## config.mk

```make
export PLATFORM = sky130hd
export DESIGN_NAME = fp_rint_unit
export DESIGN_NICKNAME = d
export VERILOG_FILES = /design/src/rtl/fp_rint_pkg.sv /design/src/rtl/fp_rint_decode.sv /design/src/rtl/fp_rint_core.sv /design/src/rtl/fp_rint_unit.sv
export SDC_FILE = /design/constraint.sdc
export NUM_CORES = 1
export LEC_CHECK = 0
export BUFFER_PORTS_ARGS = -buffer_cell sky130_fd_sc_hd__buf_2
export CAP_MARGIN = 20
export CORE_AREA = 2 2 264 162
export CTS_BUF_LIST = sky130_fd_sc_hd__clkbuf_8
export CTS_CLUSTER_SIZE = 16
export DETAILED_ROUTE_END_ITERATION = 6
export DIE_AREA = 0 0 266 164
export GPL_TIMING_DRIVEN = 0
export PLACE_DENSITY_LB_ADDON = 0.05
export SETUP_SLACK_MARGIN = 0.4
export SLEW_MARGIN = 15
export SYNTH_ARGS = -nofsm -noshare
export SYNTH_HDL_FRONTEND = slang
export SYNTH_SLANG_ARGS = --single-unit
```

## constraint.sdc

```tcl
create_clock -name clk_i -period 1.1 [get_ports clk_i]
set_input_delay 0.11 -clock clk_i [delete_from_list [all_inputs] [get_ports clk_i]]
set_output_delay 0.11 -clock clk_i [all_outputs]
set_load 0.02 [all_outputs]
```

## src/rtl/fp_rint_pkg.sv

```systemverilog
package fp_rint_pkg;
  typedef enum logic [2:0] {
    RM_NE = 3'd0, RM_PI = 3'd1, RM_MI = 3'd2, RM_RZ = 3'd3, RM_NA = 3'd4
  } rm_e;

  typedef enum logic [1:0] {
    FMT_S = 2'b00, FMT_D = 2'b01, FMT_BAD = 2'b10, FMT_H = 2'b11
  } fmt_e;

  // lane index: 0 half, 1 single, 2 double
  function automatic int ew_of(int g);
    return (g == 0) ? 5 : ((g == 1) ? 8 : 11);
  endfunction

  function automatic int fw_of(int g);
    return (g == 0) ? 10 : ((g == 1) ? 23 : 52);
  endfunction
endpackage

```

## src/rtl/fp_rint_decode.sv

```systemverilog
module fp_rint_decode
  import fp_rint_pkg::*;
#(
  parameter bit HALF_EN = 1'b1
) (
  input  logic [1:0] fmt_i,
  input  logic [2:0] rmode_i,
  input  logic [1:0] dyn_rm_i,
  output rm_e        rm_o,
  output logic       exact_o,
  output logic       undef_o
);
  always_comb begin
    exact_o = 1'b0;
    rm_o    = RM_NE;
    case (rmode_i)
      3'b100:         rm_o = RM_NA;
      3'b110: begin   rm_o = rm_e'({1'b0, dyn_rm_i}); exact_o = 1'b1; end
      3'b111:         rm_o = rm_e'({1'b0, dyn_rm_i});
      3'b101:         rm_o = RM_NE;
      default:        rm_o = rm_e'({1'b0, rmode_i[1:0]});
    endcase
    undef_o = (fmt_i == FMT_BAD) || ((fmt_i == FMT_H) && !HALF_EN) || (rmode_i == 3'b101);
  end
endmodule

```

## src/rtl/fp_rint_core.sv

```systemverilog
module fp_rint_core
  import fp_rint_pkg::*;
#(
  parameter int EXP_W  = 8,
  parameter int FRAC_W = 23,
  localparam int W    = 1 + EXP_W + FRAC_W,
  localparam int MW   = EXP_W + FRAC_W,
  localparam int SH_W = $clog2(FRAC_W + 1)
) (
  input  logic [W-1:0] op_i,
  input  rm_e          rm_i,
  input  logic         exact_i,
  output logic [W-1:0] res_o,
  output logic         nx_o,
  output logic         nv_o
);
  localparam logic signed [EXP_W+1:0] BIAS = (EXP_W+2)'((1 << (EXP_W - 1)) - 1);

  logic              sgn;
  logic [EXP_W-1:0]  ex;
  logic [FRAC_W-1:0] fr;
  logic signed [EXP_W+1:0] ue;
  logic [SH_W-1:0]   sh;
  logic [MW-1:0]     mag, one_at, fmask, rem, half, rnd;
  logic              lsb, up, tiny_up, nz_rem;

  assign sgn = op_i[W-1];
  assign ex  = op_i[W-2:FRAC_W];
  assign fr  = op_i[FRAC_W-1:0];
  assign mag = op_i[W-2:0];
  assign ue  = $signed({2'b00, ex}) - BIAS;

  always_comb begin
    sh     = SH_W'(FRAC_W - int'(ue));
    one_at = MW'(1) << sh;
    fmask  = one_at - MW'(1);
    rem    = mag & fmask;
    half   = one_at >> 1;
    nz_rem = |rem;
    // integer lsb is the hidden one when the whole fraction is dropped
    lsb    = (int'(sh) == FRAC_W) ? 1'b1 : |(mag & one_at);
    case (rm_i)
      RM_NE:   up = (rem > half) || ((rem == half) && lsb);
      RM_NA:   up = (rem >= half);
      RM_PI:   up = !sgn && nz_rem;
      RM_MI:   up = sgn && nz_rem;
      default: up = 1'b0;
    endcase
    case (rm_i)
      RM_NE:   tiny_up = (ue == -1) && (fr != '0);
      RM_NA:   tiny_up = (ue == -1);
      RM_PI:   tiny_up = !sgn;
      RM_MI:   tiny_up = sgn;
      default: tiny_up = 1'b0;
    endcase
    rnd = (mag & ~fmask) + (up ? one_at : '0);

    res_o = op_i;
    nx_o  = 1'b0;
    nv_o  = 1'b0;
    if (&ex) begin
      if (fr != '0) begin
        res_o[FRAC_W-1] = 1'b1;
        nv_o = !fr[FRAC_W-1];
      end
    end else if (mag == '0) begin
      res_o = op_i;
    end else if (ue >= (EXP_W+2)'(FRAC_W)) begin
      res_o = op_i;
    end else if (ue < 0) begin
      res_o = {sgn, tiny_up ? BIAS[EXP_W-1:0] : '0, {FRAC_W{1'b0}}};
      nx_o  = exact_i;
    end else begin
      res_o = {sgn, rnd};
      nx_o  = exact_i && nz_rem;
    end
  end
endmodule

```

## src/rtl/fp_rint_unit.sv

```systemverilog
module fp_rint_unit
  import fp_rint_pkg::*;
#(
  parameter bit HALF_EN = 1'b1,
  localparam int N_LANE = 3,
  localparam int WORD_W = 128
) (
  input  logic              clk_i,
  input  logic              rst_ni,
  input  logic [63:0]       op_i,
  input  logic [1:0]        fmt_i,
  input  logic [2:0]        rmode_i,
  input  logic [1:0]        dyn_rm_i,
  input  logic              merge_i,
  input  logic [WORD_W-1:0] dest_i,
  output logic [WORD_W-1:0] result_o,
  output logic              inexact_o,
  output logic              invalid_o,
  output logic              undef_o
);
  rm_e  rm;
  logic exact, undef;
  logic [N_LANE-1:0] nx_w, nv_w;

  fp_rint_decode #(.HALF_EN(HALF_EN)) u_dec (
    .fmt_i, .rmode_i, .dyn_rm_i,
    .rm_o(rm), .exact_o(exact), .undef_o(undef)
  );

  for (genvar g = 0; g < N_LANE; g++) begin : gen_lane
    localparam int EW = ew_of(g);
    localparam int FW = fw_of(g);
    logic [EW+FW:0] lane_res;
    fp_rint_core #(.EXP_W(EW), .FRAC_W(FW)) u_core (
      .op_i(op_i[EW+FW:0]), .rm_i(rm), .exact_i(exact),
      .res_o(lane_res), .nx_o(nx_w[g]), .nv_o(nv_w[g])
    );
  end

  logic [WORD_W-1:0] word_d;
  logic nx_d, nv_d;

  always_comb begin
    word_d = merge_i ? dest_i : '0;
    nx_d   = 1'b0;
    nv_d   = 1'b0;
    case (fmt_i)
      FMT_H:   begin word_d[15:0] = gen_lane[0].lane_res; nx_d = nx_w[0]; nv_d = nv_w[0]; end
      FMT_S:   begin word_d[31:0] = gen_lane[1].lane_res; nx_d = nx_w[1]; nv_d = nv_w[1]; end
      FMT_D:   begin word_d[63:0] = gen_lane[2].lane_res; nx_d = nx_w[2]; nv_d = nv_w[2]; end
      default: ;
    endcase
    if (undef) begin
      word_d = '0;
      nx_d   = 1'b0;
      nv_d   = 1'b0;
    end
  end

  always_ff @(posedge clk_i or negedge rst_ni) begin
    if (!rst_ni) begin
      result_o  <= '0;
      inexact_o <= 1'b0;
      invalid_o <= 1'b0;
      undef_o   <= 1'b0;
    end else begin
      result_o  <= word_d;
      inexact_o <= nx_d;
      invalid_o <= nv_d;
      undef_o   <= undef;
    end
  end
endmodule

```

==> results of run 1 <==
per-stage QoR:
step | setup WS (ps) | instances | setup TNS [ps]
CTS | -8590 | 4323 | -486940
detailed placement | -11750 | 4052 | -698170
floorplan | -7920 | 3211 | -463010
global placement | -11720 | 4047 | -935940
kinds of logic after synthesis:
group | synth area share [%]
simple gates | 29.0
compound gates | 29.9
buf+inv | 5.94
fa+ha+maj | 13.4
xor+xnor | 5.35
flops | 14.6
mux | 1.78
routing by layer:
metal,overflow,track usage [%]
met1,17,80.5
met2,65,84.8
met3,11,63.5
met4,47,57.8
met5,3,45.0
timing repair:
action | 4_1_cts
gates resized for setup | 357
setup buffers | 134
hold endpoints to repair | 154
pin swaps | 145
gates cloned | 3
endpoints found under the setup margin | 262
hold buffers | 102
==> out/qor.txt, run 1 <==
Status = stopped before the end
Exit stage = global routing
First error = [ERROR GRT-0232] Routing congestion too high. Check the congestion heatmap in the GUI.
# IOs = 333
Post-synthesis sequential area ratio = 14.6%
Die X-Extent = 266 µm
Commonest cells in the synthesized netlist = 374 x nor2_1, 317 x nand2_1, 311 x a21oi_1
Synth area leader = dfrtp_1
DP HPWL = 98500 µm
H-tree Lvls = 4
Post-GRT worst EP = result_o[62]$_DFF_PN0_/D
Category of the worst endpoint = sequential cell input
YS warnings = 0
Ys async rst share = 100%
Synth cell types = 98
Routability cong. = 1.23
Count of state elements after synthesis = 131
Total gr overflow = 143
Largest net degree at the start of global routing = 80
Root Driver = clkbuf_8
Main synth FF type = dfrtp_1
Total GRT Usage = 74.1%
Yosys top cell area share = 14.6%
Most common cell in the synthesized netlist = nor2_1
Post-DP Area = 25100 µm²
Syn avg cell area = 6.98 µm²
Cells after Synth = 3211
Net Count, Synth = 3652
Initial cell density of the core = 54.4%
Max clock buf depth = 2
TritonCTS Sinks = 131
Post-synth design cell area = 22400 µm²
Number of synthesized flops with an enable pin = 0
Die Height = 164 µm
Area contributors post-synth = dfrtp_1 15%, ha_1 13%, a21oi_1 6.9%
CTS Buf Count = 17
IO buf count = 296
Row cnt = 58
==> inputs of run 2 (changes only) <==
- CORE_AREA: 2 2 264 162 -> 2 2 240 242
- CTS_BUF_LIST: sky130_fd_sc_hd__clkbuf_8 -> unset
- CTS_CLUSTER_SIZE: 16 -> unset
- DIE_AREA: 0 0 266 164 -> 0 0 242 244
- PLACE_DENSITY_LB_ADDON: 0.05 -> 0.15
- SETUP_SLACK_MARGIN: 0.4 -> unset
==> out/qor.txt, run 2 <==
Initial cell density of the core = 39.9% (was 54.4%)
Slowest CP cell = nor3_4
Fin Hold WS = 26.1 ps
Post-DP Area = 25400 µm² (was 25100 µm²)
First-pass GRT wire length = 185000 µm
Row cnt = 87 (was 58)
Via count = 29600
Total gr overflow = 0
DP HPWL = 99200 µm (was 98500 µm)
Critical path type = input pin to flip-flop
Number of synthesized flops with an enable pin = 0 (unchanged)
Commonest cells in the synthesized netlist = 374 x nor2_1, 317 x nand2_1, 311 x a21oi_1 (unchanged)
Area of the multi-input gates = 20100 µm²
Least-Margin Pin Slew = 1320 ps
Most common cell after layout, fill and taps aside = nor2_1
TritonCTS Sinks = 131 (unchanged)
Largest net degree at the start of global routing = 101
Ys async rst share = 100% (unchanged)
FF/Latch Area = 3280 µm²
RSZ-0062 raised after global routing = yes
Fin area = 31500 µm²
Final Critical Period = 9740 ps
Worst Setup Start Kind = input pin
Most flop-heavy register = result_o
Commonest cells after routing, fill and taps aside = 350 x nor2_1, 302 x nand2_1, 289 x buf_2
Worst setup margin = -8640 ps
Routability cong. = 1.03 (was 1.23)
Max clock buf depth = 2 (unchanged)
CP bufs+invs = 27
Cells after Synth = 3211 (unchanged)
Yosys top cell area share = 14.6% (unchanged)
Failing checks = DRC, setup timing
Syn avg cell area = 6.98 µm² (unchanged)
Most common cell in the synthesized netlist = nor2_1 (unchanged)
DRC = 1
Layout cells sized above 1 = 26.1%
Total GRT Usage = 41.9%
Hold depth = 3
Synth cell types = 98 (unchanged)
CP delay by family, top = compound AO/OA/AOI/OAI gates
NumNets Final = 4265
WL per Instance = 28.4 µm
Initial antenna violation count = 3
Root Driver = clkbuf_16 (was clkbuf_8)
Synth area leader = dfrtp_1 (unchanged)
Crit-path max FO = 10
Crit path capture type = flip-flop
Post-synthesis sequential area ratio = 14.6% (unchanged)
Antenna-violating nets left = 0
IO buf count = 296 (unchanged)
CORE AREA = 56200 µm²
Die X-Extent = 242 µm (was 266 µm)
FILL cells = 5451
Max Clk Rate = 103 MHz
Pleak = 14.4 nW
Net Count, Synth = 3652 (unchanged)
Max reg flops = 128
Post-synth design cell area = 22400 µm² (unchanged)
PD cells = 905 nW/µm²
Iteration-0 DRC Markers = 3860
H-tree Lvls = 4 (unchanged)
Clock transition at the registers of the reported paths = 70 ps
Worst path max stage delay = 480 ps
Most common cell on crit path = buf_6
CTS Buf Count = 17 (unchanged)
P&R area growth vs syn = 40.4%
Worst Hold Class = input pin to flip-flop
First-pass DRT Iterations = 7
Final Hold Vio Count = 0
Maximum vdd ir drop = 1.04 mV
Status = finished, violations left (was stopped before the end)
Via-to-Cell Ratio = 6.43
# IOs = 333 (unchanged)
Vias in the first global route = 27200
HP Start = op_i[41]
Die Height = 244 µm (was 164 µm)
CTS tree = done
Maxcap violations = 0
Crit path depth = 63
Main synth FF type = dfrtp_1 (unchanged)
Count of state elements after synthesis = 131 (unchanged)
Die area = 59000 µm²
# setup viols final = 167
Critical Path AT = 10140 ps
Rel. slew slack = 12.3%
YS warnings = 0 (unchanged)
WHS Endpoint = result_o[41]
Fin crit share = 885%
Routed WL = 131000 µm
Worst Path Required = 1510 ps
Max Slew Vio Count = 0
Area contributors post-synth = dfrtp_1 15%, ha_1 13%, a21oi_1 6.9% (unchanged)
run 2: cell counts after synthesis:
Identical to the previous run, type by type.
run 2: area by class of cell:
class	instances	share of cell area (%)
diodes	6	0.0477
clock inverters	15	0.505
flip-flops and latches	131	10.4
well taps	756	3.01
multi-input cells	2739	64.0
clock buffers	17	1.35
inverters	127	1.68
repair buffers	608	14.7
plain buffers	200	4.24
run 2: how the worst max path moves through the flow:
stage,startpoint,endpoint
3_3_place_gp,op_i[52],result_o[59]
5_1_grt,op_i[53],result_o[56]
4_1_cts,op_i[53],result_o[62]
6_report,op_i[53],result_o[46]
2_1_floorplan,op_i[53],result_o[62]
3_5_place_dp,op_i[54],result_o[51]
run 2: stage by stage:
stage	util (%)	instances	TNS [ps]	power (mW)	setup WS (ps)
6_report	56.0	4599	-506800	28.5	-8640
5_1_grt	56.0	4594	-521030	29.5	-8800
4_1_cts	53.4	4537	-491090	27.0	-8420
3_5_place_dp	45.2	4268	-709450	19.1	-11590
3_3_place_gp	45.1	4263	-973340	19.2	-11720
2_1_floorplan	-	3211	-462860	14.1	-7920
run 2: power by group:
group / switching, mW / internal, mW / total [mW]
registers: 0.0975 / 5.15 / 5.25
clock network: 2.90 / 3.02 / 5.91
logic: 10.9 / 6.42 / 17.3
total: 13.9 / 14.6 / 28.5
run 2: layer usage:
metal / GRT usage, % / share of wire, % / vias up
met5: 0 / 0.010 / -
met2: 61.6 / 41 / 2094
li1: - / - / 13000
met3: 10.9 / 13 / 328
met4: 15.5 / 4.5 / 2
met1: 58.5 / 42 / 14200
run 2: cell families (layout without fill, tap and decap cells):
kind of cell             Yosys count  count (layout)  share of synthesized area, %
other                              0               6                             0
AND/OR/NAND/NOR                 1322            1322                          29.0
XOR/XNOR                         133             133                          5.35
multiplexers                      39              39                          1.78
adder cells (fa/ha/maj)          239             239                          13.4
flip-flops                       131             131                          14.6
AO/OA/AOI/OAI                   1006            1006                          29.9
buffers and inverters            341             967                          5.94
run 2: timing repair:
action	4_1_cts	5_1_grt
buffers inserted	128	71
cloned	1	2
pin swaps	178	145
resized for setup	417	250
hold buffers	114	0
setup endpoints to repair	261	261
endpoints found under the hold margin	234	0
(Power assumes the default switching activity.)
